===== src/rtl/atten_ser_pkg.sv =====
package atten_ser_pkg;

  // Link limits in picoseconds
  localparam longint LIM_DATA_SETUP_PS  = 10_000;
  localparam longint LIM_DATA_HOLD_PS   = 10_000;
  localparam longint LIM_CLK_HIGH_PS    = 30_000;
  localparam longint LIM_CLK_LOW_PS     = 30_000;
  localparam longint LIM_CLK_PERIOD_PS  = 100_000;
  localparam longint LIM_LATCH_SETUP_PS = 10_000;
  localparam longint LIM_LATCH_WIDTH_PS = 30_000;
  localparam longint LIM_UPDATE_PS      = 40_000_000;

  typedef enum logic [2:0] {
    ST_IDLE,
    ST_SHIFT,
    ST_LE_SETUP,
    ST_LE_PULSE,
    ST_HOLDOFF
  } ctrlState_t;

  typedef enum logic [1:0] {
    PH_HOLD,
    PH_SETUP,
    PH_HIGH
  } bitPhase_t;

  // Strobes from control to datapath
  typedef struct packed {
    logic load;
    logic present;
    logic clkRise;
    logic clkFall;
    logic latchRise;
    logic latchFall;
  } dpStrobe_t;

  function automatic int maxOf(input int a, input int b);
    return (a > b) ? a : b;
  endfunction

endpackage


===== src/rtl/atten_ser_ctrl.sv =====
module atten_ser_ctrl
  import atten_ser_pkg::*;
#(
  parameter int WORD_W          = 6,
  parameter int HOLD_CYC        = 3,
  parameter int SETUP_CYC       = 3,
  parameter int HIGH_CYC        = 7,
  parameter int LATCH_SETUP_CYC = 2,
  parameter int LATCH_WIDTH_CYC = 4,
  parameter int HOLDOFF_CYC     = 4996
) (
  input  logic      clk,
  input  logic      rst_n,
  input  logic      codeValid,
  output logic      codeReady,
  output dpStrobe_t strobe
);

  localparam int MAX_CNT = maxOf(maxOf(maxOf(HOLD_CYC, SETUP_CYC), maxOf(HIGH_CYC, LATCH_SETUP_CYC)),
                                 maxOf(LATCH_WIDTH_CYC, HOLDOFF_CYC));
  localparam int CNT_W = $clog2(MAX_CNT + 1);
  localparam int BIT_W = (WORD_W > 1) ? $clog2(WORD_W) : 1;

  localparam logic [CNT_W-1:0] LD_HOLD   = CNT_W'(HOLD_CYC - 1);
  localparam logic [CNT_W-1:0] LD_SETUP  = CNT_W'(SETUP_CYC - 1);
  localparam logic [CNT_W-1:0] LD_HIGH   = CNT_W'(HIGH_CYC - 1);
  localparam logic [CNT_W-1:0] LD_LSETUP = CNT_W'(LATCH_SETUP_CYC - 1);
  localparam logic [CNT_W-1:0] LD_LWIDTH = CNT_W'(LATCH_WIDTH_CYC - 1);
  localparam logic [CNT_W-1:0] LD_HOFF   = CNT_W'(HOLDOFF_CYC - 1);
  localparam logic [BIT_W-1:0] LAST_BIT  = BIT_W'(WORD_W - 1);

  ctrlState_t       state;
  bitPhase_t        phase;
  logic [CNT_W-1:0] cnt;
  logic [BIT_W-1:0] bitIdx;
  logic             cntDone;

  assign cntDone   = (cnt == '0);
  assign codeReady = (state == ST_IDLE);

  always_ff @(posedge clk or negedge rst_n) begin
    if (!rst_n) begin
      state  <= ST_IDLE;
      phase  <= PH_HOLD;
      cnt    <= '0;
      bitIdx <= '0;
    end else begin
      unique case (state)
        ST_IDLE: begin
          if (codeValid) begin
            state  <= ST_SHIFT;
            phase  <= PH_HOLD;
            cnt    <= LD_HOLD;
            bitIdx <= '0;
          end
        end
        ST_SHIFT: begin
          if (!cntDone) begin
            cnt <= cnt - 1'b1;
          end else begin
            unique case (phase)
              PH_HOLD: begin
                phase <= PH_SETUP;
                cnt   <= LD_SETUP;
              end
              PH_SETUP: begin
                phase <= PH_HIGH;
                cnt   <= LD_HIGH;
              end
              default: begin
                if (bitIdx == LAST_BIT) begin
                  state <= ST_LE_SETUP;
                  phase <= PH_HOLD;
                  cnt   <= LD_LSETUP;
                end else begin
                  bitIdx <= bitIdx + 1'b1;
                  phase  <= PH_HOLD;
                  cnt    <= LD_HOLD;
                end
              end
            endcase
          end
        end
        ST_LE_SETUP: begin
          if (!cntDone) cnt <= cnt - 1'b1;
          else begin
            state <= ST_LE_PULSE;
            cnt   <= LD_LWIDTH;
          end
        end
        ST_LE_PULSE: begin
          if (!cntDone) cnt <= cnt - 1'b1;
          else begin
            state <= ST_HOLDOFF;
            cnt   <= LD_HOFF;
          end
        end
        default: begin
          if (!cntDone) cnt <= cnt - 1'b1;
          else state <= ST_IDLE;
        end
      endcase
    end
  end

  always_comb begin
    strobe           = '0;
    strobe.load      = (state == ST_IDLE) && codeValid;
    strobe.present   = (state == ST_SHIFT) && (phase == PH_HOLD)  && cntDone;
    strobe.clkRise   = (state == ST_SHIFT) && (phase == PH_SETUP) && cntDone;
    strobe.clkFall   = (state == ST_SHIFT) && (phase == PH_HIGH)  && cntDone;
    strobe.latchRise = (state == ST_LE_SETUP) && cntDone;
    strobe.latchFall = (state == ST_LE_PULSE) && cntDone;
  end

endmodule


===== src/rtl/atten_ser_dp.sv =====
module atten_ser_dp
  import atten_ser_pkg::*;
#(
  parameter int WORD_W = 6
) (
  input  logic              clk,
  input  logic              rst_n,
  input  dpStrobe_t         strobe,
  input  logic [WORD_W-1:0] wordIn,
  output logic              serClk,
  output logic              serData,
  output logic              serLatch
);

  logic [WORD_W-1:0] shiftReg;

  // Word register: top bit goes out first
  always_ff @(posedge clk or negedge rst_n) begin
    if (!rst_n) begin
      shiftReg <= '0;
    end else if (strobe.load) begin
      shiftReg <= wordIn;
    end else if (strobe.present) begin
      shiftReg <= {shiftReg[WORD_W-2:0], 1'b0};
    end
  end

  // Data pin: updated in the low phase, cleared when the strobe drops
  always_ff @(posedge clk or negedge rst_n) begin
    if (!rst_n) begin
      serData <= 1'b0;
    end else if (strobe.present) begin
      serData <= shiftReg[WORD_W-1];
    end else if (strobe.latchFall) begin
      serData <= 1'b0;
    end
  end

  always_ff @(posedge clk or negedge rst_n) begin
    if (!rst_n) begin
      serClk <= 1'b0;
    end else if (strobe.clkRise) begin
      serClk <= 1'b1;
    end else if (strobe.clkFall) begin
      serClk <= 1'b0;
    end
  end

  always_ff @(posedge clk or negedge rst_n) begin
    if (!rst_n) begin
      serLatch <= 1'b0;
    end else if (strobe.latchRise) begin
      serLatch <= 1'b1;
    end else if (strobe.latchFall) begin
      serLatch <= 1'b0;
    end
  end

endmodule


===== src/rtl/atten_serial_master.sv =====
module atten_serial_master
  import atten_ser_pkg::*;
#(
  parameter int SYS_PERIOD_PS   = 8000,
  parameter int WORD_W          = 6,
  parameter int HOLD_CYC        = 3,
  parameter int SETUP_CYC       = 3,
  parameter int HIGH_CYC        = 7,
  parameter int LATCH_SETUP_CYC = 2,
  parameter int LATCH_WIDTH_CYC = 4,
  parameter int HOLDOFF_CYC     = 4996
) (
  input  logic              clk,
  input  logic              rst_n,
  input  logic [WORD_W-1:0] codeIn,
  input  logic              codeValid,
  output logic              codeReady,
  output logic              serClk,
  output logic              serData,
  output logic              serLatch
);

  localparam longint PER = longint'(SYS_PERIOD_PS);
  localparam bit COUNTS_POSITIVE = (HOLD_CYC > 0) && (SETUP_CYC > 0) && (HIGH_CYC > 0) &&
                                   (LATCH_SETUP_CYC > 0) && (LATCH_WIDTH_CYC > 0) &&
                                   (HOLDOFF_CYC > 0) && (WORD_W > 1);
  localparam bit TIMING_OK =
      (longint'(HOLD_CYC) * PER >= LIM_DATA_HOLD_PS) &&
      (longint'(SETUP_CYC) * PER >= LIM_DATA_SETUP_PS) &&
      (longint'(HIGH_CYC) * PER >= LIM_CLK_HIGH_PS) &&
      (longint'(HOLD_CYC + SETUP_CYC) * PER >= LIM_CLK_LOW_PS) &&
      (longint'(HOLD_CYC + SETUP_CYC + HIGH_CYC) * PER >= LIM_CLK_PERIOD_PS) &&
      (longint'(LATCH_SETUP_CYC) * PER >= LIM_LATCH_SETUP_PS) &&
      (longint'(LATCH_WIDTH_CYC) * PER >= LIM_LATCH_WIDTH_PS) &&
      (LATCH_SETUP_CYC + LATCH_WIDTH_CYC >= HOLD_CYC) &&
      (longint'(LATCH_WIDTH_CYC + HOLDOFF_CYC) * PER >= LIM_UPDATE_PS);

  if (!(COUNTS_POSITIVE && TIMING_OK)) begin : g_bad_timing
    $error("atten_serial_master: cycle counts break the serial link limits at this clock period");
  end

  dpStrobe_t strobe;

  atten_ser_ctrl #(
    .WORD_W         (WORD_W),
    .HOLD_CYC       (HOLD_CYC),
    .SETUP_CYC      (SETUP_CYC),
    .HIGH_CYC       (HIGH_CYC),
    .LATCH_SETUP_CYC(LATCH_SETUP_CYC),
    .LATCH_WIDTH_CYC(LATCH_WIDTH_CYC),
    .HOLDOFF_CYC    (HOLDOFF_CYC)
  ) u_ctrl (
    .clk      (clk),
    .rst_n    (rst_n),
    .codeValid(codeValid),
    .codeReady(codeReady),
    .strobe   (strobe)
  );

  atten_ser_dp #(
    .WORD_W(WORD_W)
  ) u_dp (
    .clk     (clk),
    .rst_n   (rst_n),
    .strobe  (strobe),
    .wordIn  (codeIn),
    .serClk  (serClk),
    .serData (serData),
    .serLatch(serLatch)
  );

endmodule


===== config.mk =====
export PLATFORM = sky130hd
export DESIGN_NAME = atten_serial_master
export DESIGN_NICKNAME = d
export VERILOG_FILES = /design/src/rtl/atten_ser_pkg.sv /design/src/rtl/atten_ser_ctrl.sv /design/src/rtl/atten_ser_dp.sv /design/src/rtl/atten_serial_master.sv
export SDC_FILE = /design/constraint.sdc
export NUM_CORES = 1
export LEC_CHECK = 0
export BUFFER_PORTS_ARGS = -buffer_cell sky130_fd_sc_hd__buf_2
export CORE_MARGIN = 5
export CORE_UTILIZATION = 35
export CTS_CLUSTER_DIAMETER = 200
export DETAILED_ROUTE_END_ITERATION = 12
export PLACE_DENSITY_LB_ADDON = 0.3
export SKIP_CTS_REPAIR_TIMING = 1
export SYNTH_ARGS = -nofsm -noshare
export SYNTH_HDL_FRONTEND = slang
export SYNTH_HIERARCHICAL = 1
export SYNTH_SLANG_ARGS = --single-unit

===== constraint.sdc =====
create_clock -name clk -period 2.65 [get_ports clk]
set_input_delay 0.53 -clock clk [delete_from_list [all_inputs] [get_ports clk]]
set_output_delay 0.53 -clock clk [all_outputs]
set_load 0.01 [all_outputs]

==> insert_results.sql, run 1 <==
INSERT INTO impl_metrics (metric_group, metric, value, unit) VALUES
('outcome', 'outcome', 'completed', ''),
('yosys', 'post-synth-top-area-fraction', '42.49', '%'),
('sta', 'clock.fmax', '404.3', 'MHz'),
('yosys', 'yosysMostFrequentCell', 'sky130_fd_sc_hd__dfrtp_1', ''),
('cells_and_area', 'fillerInstances', '519', ''),
('yosys', 'netlist_top_cells_count', '30 x sky130_fd_sc_hd__dfrtp_1, 18 x sky130_fd_sc_hd__nand2_1, 12 x sky130_fd_sc_hd__nor2_1, 12 x sky130_fd_sc_hd__o21ai_0, 10 x sky130_fd_sc_hd__a21oi_1', ''),
('yosys', 'synthFlopType', 'sky130_fd_sc_hd__dfrtp_1', ''),
('yosys', 'synth_area_leader_cell', 'sky130_fd_sc_hd__dfrtp_1', ''),
('run', 'reported_max_cap_violation_count', '0', ''),
('global_routing', 'grt_first_pass_wirelength', '6.782', 'mm'),
('clocking', 'clock_sinks', '30', ''),
('power', 'total_power', '0.8739', 'mW'),
('sta', 'rsz0062_at_grt', 'false', ''),
('yosys', 'total_nets_after_synthesis', '204', ''),
('worst_setup_path', 'cp_data_required_time', '2.88', 'ns'),
('global_routing', 'first_global_vias', '1425', ''),
('yosys', 'synth.ff_latch_count', '30', ''),
('die', 'die_area', '6568', 'µm²'),
('power', 'static-leakage-power', '0.8617', 'nW'),
('yosys', 'yosys.cell_types.count', '47', ''),
('worst_setup_path', 'timing.critical_path.arrival', '2.70', 'ns'),
('die', 'boundaryPins', '13', ''),
('placed_design', 'routabilityCongestion', '0.8049', ''),
('detailed_routing', 'post-route-drc-count', '0', ''),
('die', 'coreArea', '4817', 'µm²'),
('sta', 'fin_worst_skew', '0.008393', 'ns'),
('sta', 'post-route-min-period', '2.474', 'ns'),
('worst_setup_path', 'setup.reg_to_reg.worst_slack', '0.18', 'ns'),
('clocking', 'clk_path_buf_depth', '2', ''),
('yosys', 'synth.yosys.seq_area_share', '42.49', '%'),
('detailed_routing', 'drt-vias-per-instance', '5.201', ''),
('worst_setup_path', 'timing.critical_path.to_type', 'register', ''),
('global_routing', 'grt_overflow', '0', ''),
('die', 'dieWidth', '81.05', 'µm'),
('cells_and_area', 'fin_nets', '218', ''),
('die', 'row_count', '25', ''),
('placed_design', 'post-dp-hpwl', '2.714', 'mm'),
('detailed_routing', 'first_iteration_detailed_routing_drc_count', '73', ''),
('clocking', 'clockRootBuffer', 'sky130_fd_sc_hd__clkbuf_8', ''),
('worst_hold_path', 'timing.hold.worst.class', 'in -> async', ''),
('yosys', 'synth-edff-count', '0', ''),
('detailed_routing', 'detailed_route_wl', '3.938', 'mm'),
('worst_setup_path', 'path_max_fanout', '9', ''),
('clocking', 'clkSlewWorstSetupHoldPaths', '0.07', 'ns'),
('placed_design', 'buffer_ports.inserted', '12', ''),
('detailed_routing', 'drt_first_pass_iters', '4', ''),
('yosys', 'synth.avg_cell_area', '9.250', 'µm²'),
('power', 'power_per_cell_area', '442.3', 'nW/µm²'),
('die', 'die_height', '81.05', 'µm'),
('sta', 'setup_total_negative_slack', '0', 'ns'),
('worst_setup_path', 'reg2reg_from', 'u_ctrl/cnt[0]$_DFFE_PN0P_', ''),
('worst_setup_path', 'worstSetupStartpoint', 'u_ctrl/cnt[0]$_DFFE_PN0P_', ''),
('yosys', 'synth_area_leaders', 'sky130_fd_sc_hd__dfrtp_1 42%, sky130_fd_sc_hd__nand2_1 3.8%, sky130_fd_sc_hd__mux2i_1 3.4%', ''),
('cells_and_area', 'antenna_cells_inserted', '0', ''),
('detailed_routing', 'routed_wire_length_per_instance', '14.42', 'µm'),
('clocking', 'cts_max_level', '2', ''),
('power', 'vdd.ir_drop.worst', '0.3008', 'mV'),
('sta', 'ratio_of_final_minimum_period_to_clock_period', '93.34', '%'),
('yosys', 'yosys_warning_count', '6', ''),
('clocking', 'clkLatencyLatePin', '0.29', 'ns'),
('yosys', 'syn_area', '1767', 'µm²'),
('global_routing', 'grt_max_degree', '31', ''),
('sta', 'report.final.hold_viol_count', '0', ''),
('global_routing', 'initial_antenna_violation_count', '0', ''),
('global_routing', 'groute.usage.overall', '13.53', '%'),
('cells_and_area', 'layout-drive-gt1-share', '16.50', '%'),
('die', 'initial_utilization', '36.68', '%'),
('clocking', 'clock_tree_from_tritoncts', 'done', ''),
('worst_setup_path', 'worst_setup_path_start_kind', 'register', ''),
('detailed_routing', 'route.antenna.remaining_nets', '0', ''),
('yosys', 'synthCells', '191', ''),
('sta', 'slew_at_the_pin_with_the_worst_max_slew_slack', '0.6845', 'ns'),
('sta', 'drv_slew', '0', ''),
('detailed_routing', 'dr_total_vias', '1420', ''),
('cells_and_area', 'area_growth', '11.83', '%'),
('clocking', 'cts_made_buffers', '5', ''),
('worst_setup_path', 'critPathKind', 'reg -> reg', ''),
('yosys', 'async_reset_ff_share', '100.0', '%'),
('sta', 'timing.final.setup_violations', '0', ''),
('sta', 'timing.max_slew.rel_slack', '54.37', '%');
layout make-up:
type                    instances  area (µm²)  share of cell area, %
inverters                       8       30.03                  1.520
repair buffers                 19       112.6                  5.700
clock inverters                 2       12.51                 0.6333
well taps                      67       83.83                  4.243
clock buffers                   6       82.58                  4.180
flip-flops and latches         30       750.7                  38.00
multi-input cells             141       903.4                  45.73
routing by layer:
layer | wire length, µm | track usage [%] | vias up
li1 | - | - | 739
met1 | 1915 | 17.18 | 657
met2 | 1834 | 21.92 | 19
met3 | 133 | 3.326 | 5
met4 | 55 | 5.574 | 0
met5 | 0 | 0 | -
through the flow:
step | setup WS, ns | cells | instance area (µm²) | hold slack, ns | utilization [%]
6_report | 0.1765 | 273 | 1976 | 0.2740 | 41.01
3_3_place_gp | 0.2595 | 265 | 1874 | 0.4669 | 38.91
2_1_floorplan | 0.2545 | 191 | 1767 | 0.2344 | -
3_5_place_dp | 0.2325 | 265 | 1874 | 0.4697 | 38.91
4_1_cts | 0.1854 | 273 | 1969 | 0.3088 | 40.88
5_1_grt | 0.01235 | 273 | 1976 | 0.3398 | 41.01
cells in the final DEF (no fill, tap or decap), types with 6 or more instances in the layout:
cell type / Yosys / routed
sky130_fd_sc_hd__dfrtp_1: 30 / 30
sky130_fd_sc_hd__nand2_1: 18 / 18
sky130_fd_sc_hd__buf_2: 2 / 12
sky130_fd_sc_hd__nor2_1: 12 / 12
sky130_fd_sc_hd__o21ai_0: 12 / 12
sky130_fd_sc_hd__a21oi_1: 10 / 10
sky130_fd_sc_hd__buf_4: 1 / 7
sky130_fd_sc_hd__inv_1: 7 / 7
sky130_fd_sc_hd__nor3_1: 7 / 7
sky130_fd_sc_hd__o31ai_1: 7 / 7
sky130_fd_sc_hd__clkbuf_8: 0 / 6
sky130_fd_sc_hd__or3_1: 6 / 6
sky130_fd_sc_hd__a31oi_1: 6 / 6
sky130_fd_sc_hd__mux2i_1: 6 / 6
sky130_fd_sc_hd__o21ai_1: 6 / 6
worst paths after layout:
kind | end | depth (start not counted)
max in group asynchronous | u_ctrl/cnt[7]$_DFFE_PN0P_ | 1
setup reg to reg | u_ctrl/cnt[2]$_DFFE_PN0P_ | 7
hold / removal | u_ctrl/cnt[4]$_DFFE_PN0P_ | 1
setup / recovery | u_ctrl/cnt[2]$_DFFE_PN0P_ | 7
min in group clk | u_dp/shiftReg[3]$_DFFE_PN0P_ | 3
hold reg to reg | u_dp/serClk$_DFFE_PN0P_ | 1
worst max-delay path, stage by stage, from the launching register on:
cell and delay (ns):
sky130_fd_sc_hd__dfrtp_1 0.41, sky130_fd_sc_hd__inv_1 0.09, sky130_fd_sc_hd__ha_1 0.18, sky130_fd_sc_hd__or4b_1 0.54, sky130_fd_sc_hd__or3_4 0.43, sky130_fd_sc_hd__or4_4 0.51
sky130_fd_sc_hd__o31ai_1 0.08, sky130_fd_sc_hd__a22o_1 0.17
flip-flops by register name, indices dropped and copies added (netlist names):
name and cells:
u_ctrl/cnt 13, u_dp/shiftReg 6, u_ctrl/phase 2, u_dp/serData 1
u_ctrl/state 3, u_ctrl/bitIdx 3, u_dp/serClk 1, u_dp/serLatch 1
cell families after synthesis:
kind of cell	synth area share (%)
AND/OR/NAND/NOR	20.89
adder cells (fa/ha/maj)	2.833
buffers and inverters	6.728
multiplexers	4.037
XOR/XNOR	0.4958
AO/OA/AOI/OAI	22.52
flip-flops	42.49
where the power goes:
part / internal (mW) / total (mW) / switching, mW
clock network: 0.209 / 0.402 / 0.193
logic: 0.00414 / 0.0147 / 0.0105
registers: 0.458 / 0.458 / 0
total: 0.670 / 0.874 / 0.203
(Power assumes the default switching activity.)
==> inputs of run 2 (changes only) <==
--- a/config.mk
+++ b/config.mk
@@ -6,7 +6,6 @@
 export NUM_CORES = 1
 export LEC_CHECK = 0
 export BUFFER_PORTS_ARGS = -buffer_cell sky130_fd_sc_hd__buf_2
-export CORE_MARGIN = 5
 export CORE_UTILIZATION = 35
 export CTS_CLUSTER_DIAMETER = 200
 export DETAILED_ROUTE_END_ITERATION = 12
==> constraint.sdc (replaced) <==
create_clock -name clk -period 2.65 [get_ports clk]
set_input_delay 0.53 -clock clk [delete_from_list [all_inputs] [get_ports clk]]
set_output_delay 0.53 -clock clk [all_outputs]
set_load 0.02 [all_outputs]
==> run 2 against run 1 <==
  * First-iteration DRC count is 21% higher
  * Register-to-register slack about the same
  * Cell count shrank 0.37%
  * Clock skew grew 0.00095 ns
  * Non-clock buffer count unchanged
  * Worst setup slack gained 0.011 ns
  * Clock power rose by 18%
  * Cell area grew 0.57%
  * Critical endpoint unchanged
  * Largest power group is now clock
==> insert_results.sql, run 2 (synthesis results as in run 1) <==
INSERT INTO impl_metrics (metric_group, metric, value, unit) VALUES
('sta', 'clock.fmax', '406.1', 'MHz'),
('detailed_routing', 'drt-vias-per-instance', '5.349', ''),
('outcome', 'outcome', 'completed', ''),
('sta', 'fin_worst_skew', '0.009342', 'ns'),
('detailed_routing', 'route.antenna.remaining_nets', '0', ''),
('die', 'row_count', '25', ''),
('cells_and_area', 'layout_common_cells', '30 x sky130_fd_sc_hd__dfrtp_1, 18 x sky130_fd_sc_hd__nand2_1, 12 x sky130_fd_sc_hd__buf_2, 12 x sky130_fd_sc_hd__nor2_1, 12 x sky130_fd_sc_hd__o21ai_0', ''),
('clocking', 'cts_max_level', '2', ''),
('cells_and_area', 'largest-register', 'u_ctrl/cnt', ''),
('worst_setup_path', 'path_cells', 'inv_1, ha_1, or4b_1, or3_4, or4_4, o31ai_1, a22o_1', ''),
('global_routing', 'groute.usage.overall', '15.65', '%'),
('global_routing', 'grt_max_degree', '31', ''),
('cells_and_area', 'fillerInstances', '481', ''),
('detailed_routing', 'post-route-drc-count', '0', ''),
('global_routing', 'grt_overflow', '0', ''),
('sta', 'drv_slew', '0', ''),
('cells_and_area', 'largest_register_ffs', '13', ''),
('clocking', 'clk_path_buf_depth', '2', ''),
('sta', 'ratio_of_final_minimum_period_to_clock_period', '92.92', '%'),
('worst_setup_path', 'critPathKind', 'reg -> reg', ''),
('cells_and_area', 'area_growth', '12.46', '%'),
('sta', 'slew_at_the_pin_with_the_worst_max_slew_slack', '0.6771', 'ns'),
('die', 'die_area', '5336', 'µm²'),
('sta', 'timing.final.setup_violations', '0', ''),
('sta', 'setup_total_negative_slack', '0', 'ns'),
('placed_design', 'buffer_ports.inserted', '12', ''),
('cells_and_area', 'largest_registers', 'u_ctrl/cnt (13), u_dp/shiftReg (6)', ''),
('global_routing', 'grt_first_pass_wirelength', '6.182', 'mm'),
('detailed_routing', 'detailed_route_wl', '3.755', 'mm'),
('die', 'dieWidth', '73.05', 'µm'),
('cells_and_area', 'fin_nets', '218', ''),
('clocking', 'clock_sinks', '30', ''),
('clocking', 'clock_tree_from_tritoncts', 'done', ''),
('worst_setup_path', 'critical_path.max_stage_delay', '0.52', 'ns'),
('worst_setup_path', 'slowest_cp_cell', 'sky130_fd_sc_hd__or4_4', ''),
('worst_setup_path', 'cp_data_required_time', '2.87', 'ns'),
('clocking', 'clkLatencyLatePin', '0.28', 'ns'),
('sta', 'report.final.hold_viol_count', '0', ''),
('worst_setup_path', 'r2r_end', 'u_ctrl/cnt[2]$_DFFE_PN0P_', ''),
('die', 'initial_utilization', '36.92', '%'),
('power', 'vdd.ir_drop.worst', '0.4020', 'mV'),
('global_routing', 'first_global_vias', '1291', ''),
('global_routing', 'initial_antenna_violation_count', '0', ''),
('worst_setup_path', 'rr_worst_depth', '7', ''),
('run', 'reported_max_cap_violation_count', '0', ''),
('worst_setup_path', 'setup.reg_to_reg.worst_slack', '0.19', 'ns'),
('worst_setup_path', 'reg2reg_from', 'u_ctrl/cnt[0]$_DFFE_PN0P_', ''),
('power', 'total_power', '0.9459', 'mW'),
('sta', 'timing.max_slew.rel_slack', '54.86', '%'),
('placed_design', 'routabilityCongestion', '0.8088', ''),
('die', 'boundaryPins', '13', ''),
('sta', 'post-route-min-period', '2.462', 'ns'),
('clocking', 'clkSlewWorstSetupHoldPaths', '0.07', 'ns'),
('detailed_routing', 'dr_total_vias', '1455', ''),
('detailed_routing', 'routed_wire_length_per_instance', '13.81', 'µm'),
('worst_setup_path', 'path_max_fanout', '9', ''),
('detailed_routing', 'drt_first_pass_iters', '4', ''),
('cells_and_area', 'layout-drive-gt1-share', '16.10', '%'),
('worst_hold_path', 'timing.hold.worst.class', 'in -> async', ''),
('die', 'die_height', '73.05', 'µm'),
('clocking', 'clockRootBuffer', 'sky130_fd_sc_hd__clkbuf_8', ''),
('cells_and_area', 'antenna_cells_inserted', '0', ''),
('detailed_routing', 'first_iteration_detailed_routing_drc_count', '88', ''),
('worst_setup_path', 'timing.critical_path.arrival', '2.68', 'ns'),
('placed_design', 'post-dp-hpwl', '2.634', 'mm'),
('worst_setup_path', 'timing.critical_path.to_type', 'register', ''),
('power', 'power_per_cell_area', '476.1', 'nW/µm²'),
('clocking', 'cts_made_buffers', '5', ''),
('worst_setup_path', 'worst_setup_path_start_kind', 'register', ''),
('power', 'static-leakage-power', '0.8551', 'nW'),
('sta', 'rsz0062_at_grt', 'false', ''),
('cells_and_area', 'most_common_cell_after_layout_fill_and_taps_aside', 'sky130_fd_sc_hd__dfrtp_1', ''),
('die', 'coreArea', '4786', 'µm²');
-- run 2: changes by cell type in the layout (fill, tap and decap cells not counted) --
cell	before	now
sky130_fd_sc_hd__nor3_2	0	1
sky130_fd_sc_hd__bufinv_16	0	1
sky130_fd_sc_hd__clkinvlp_4	1	0
sky130_fd_sc_hd__nor3_4	1	0
sky130_fd_sc_hd__clkinv_2	1	0
-- run 2: how the worst max path moves through the flow --
| stage | start | to | slack (ns) |
|---|---|---|---|
| final | u_ctrl/cnt[0]$_DFFE_PN0P_ | u_ctrl/cnt[2]$_DFFE_PN0P_ | 0.19 |
| after global placement | u_ctrl/cnt[0]$_DFFE_PN0P_ | u_ctrl/cnt[2]$_DFFE_PN0P_ | 0.25 |
| after floorplan | u_ctrl/cnt[0]$_DFFE_PN0P_ | u_dp/shiftReg[4]$_DFFE_PN0P_ | 0.25 |
| after global routing | u_ctrl/cnt[0]$_DFFE_PN0P_ | u_dp/shiftReg[4]$_DFFE_PN0P_ | 0.02 |
| after CTS | u_ctrl/cnt[0]$_DFFE_PN0P_ | u_ctrl/cnt[2]$_DFFE_PN0P_ | 0.20 |
| after detailed placement | u_ctrl/cnt[0]$_DFFE_PN0P_ | u_dp/shiftReg[2]$_DFFE_PN0P_ | 0.21 |
-- run 2: layout make-up --
type | instances | area (µm²) | share of cell area, %
clock inverter | 1 | 30.03 | 1.511
tap | 67 | 83.83 | 4.219
timing repair buffer | 19 | 112.6 | 5.667
sequential | 30 | 750.7 | 37.78
clock buffer | 6 | 82.58 | 4.156
inverter | 8 | 30.03 | 1.511
multi-input combinational | 141 | 897.1 | 45.15
-- run 2: metrics by stage --
stage               instances  util (%)  worst slack, ns  hold slack (ns)  cell area (µm²)
floorplan                 191         -           0.2545           0.2344             1767
global placement          265     39.16           0.2496           0.4604             1874
detailed placement        265     39.16           0.2092           0.4672             1874
CTS                       272     41.52           0.1971           0.3000             1987
global route              272     41.52          0.01887           0.3393             1987
finish                    272     41.52           0.1877           0.2802             1987
-- run 2: where the power goes --
| group | total [mW] | leakage, nW | switching [mW] | internal (mW) |
|---|---|---|---|---|
| Clock | 0.473 | 0.0573 | 0.173 | 0.301 |
| Sequential | 0.458 | 0.371 | 0 | 0.458 |
| Combinational | 0.0145 | 0.426 | 0.0104 | 0.00414 |
| Total | 0.946 | 0.855 | 0.183 | 0.763 |
-- run 2: critical path: cells and delay by family (launching register included) --
kind,cells,cell delay (ns)
AOI/OAI and AO/OA,2,0.26
DFF,1,0.41
buffers and inverters,1,0.10
adders and majority gates,1,0.18
and+or+nand+nor,3,1.44
-- run 2: layer usage --
layer	GRT usage, %	wire length [µm]	vias up
met4	5.882	59	0
met5	0	0	-
met1	20.03	1789	685
li1	-	-	738
met3	4.144	130	8
met2	25.21	1776	24
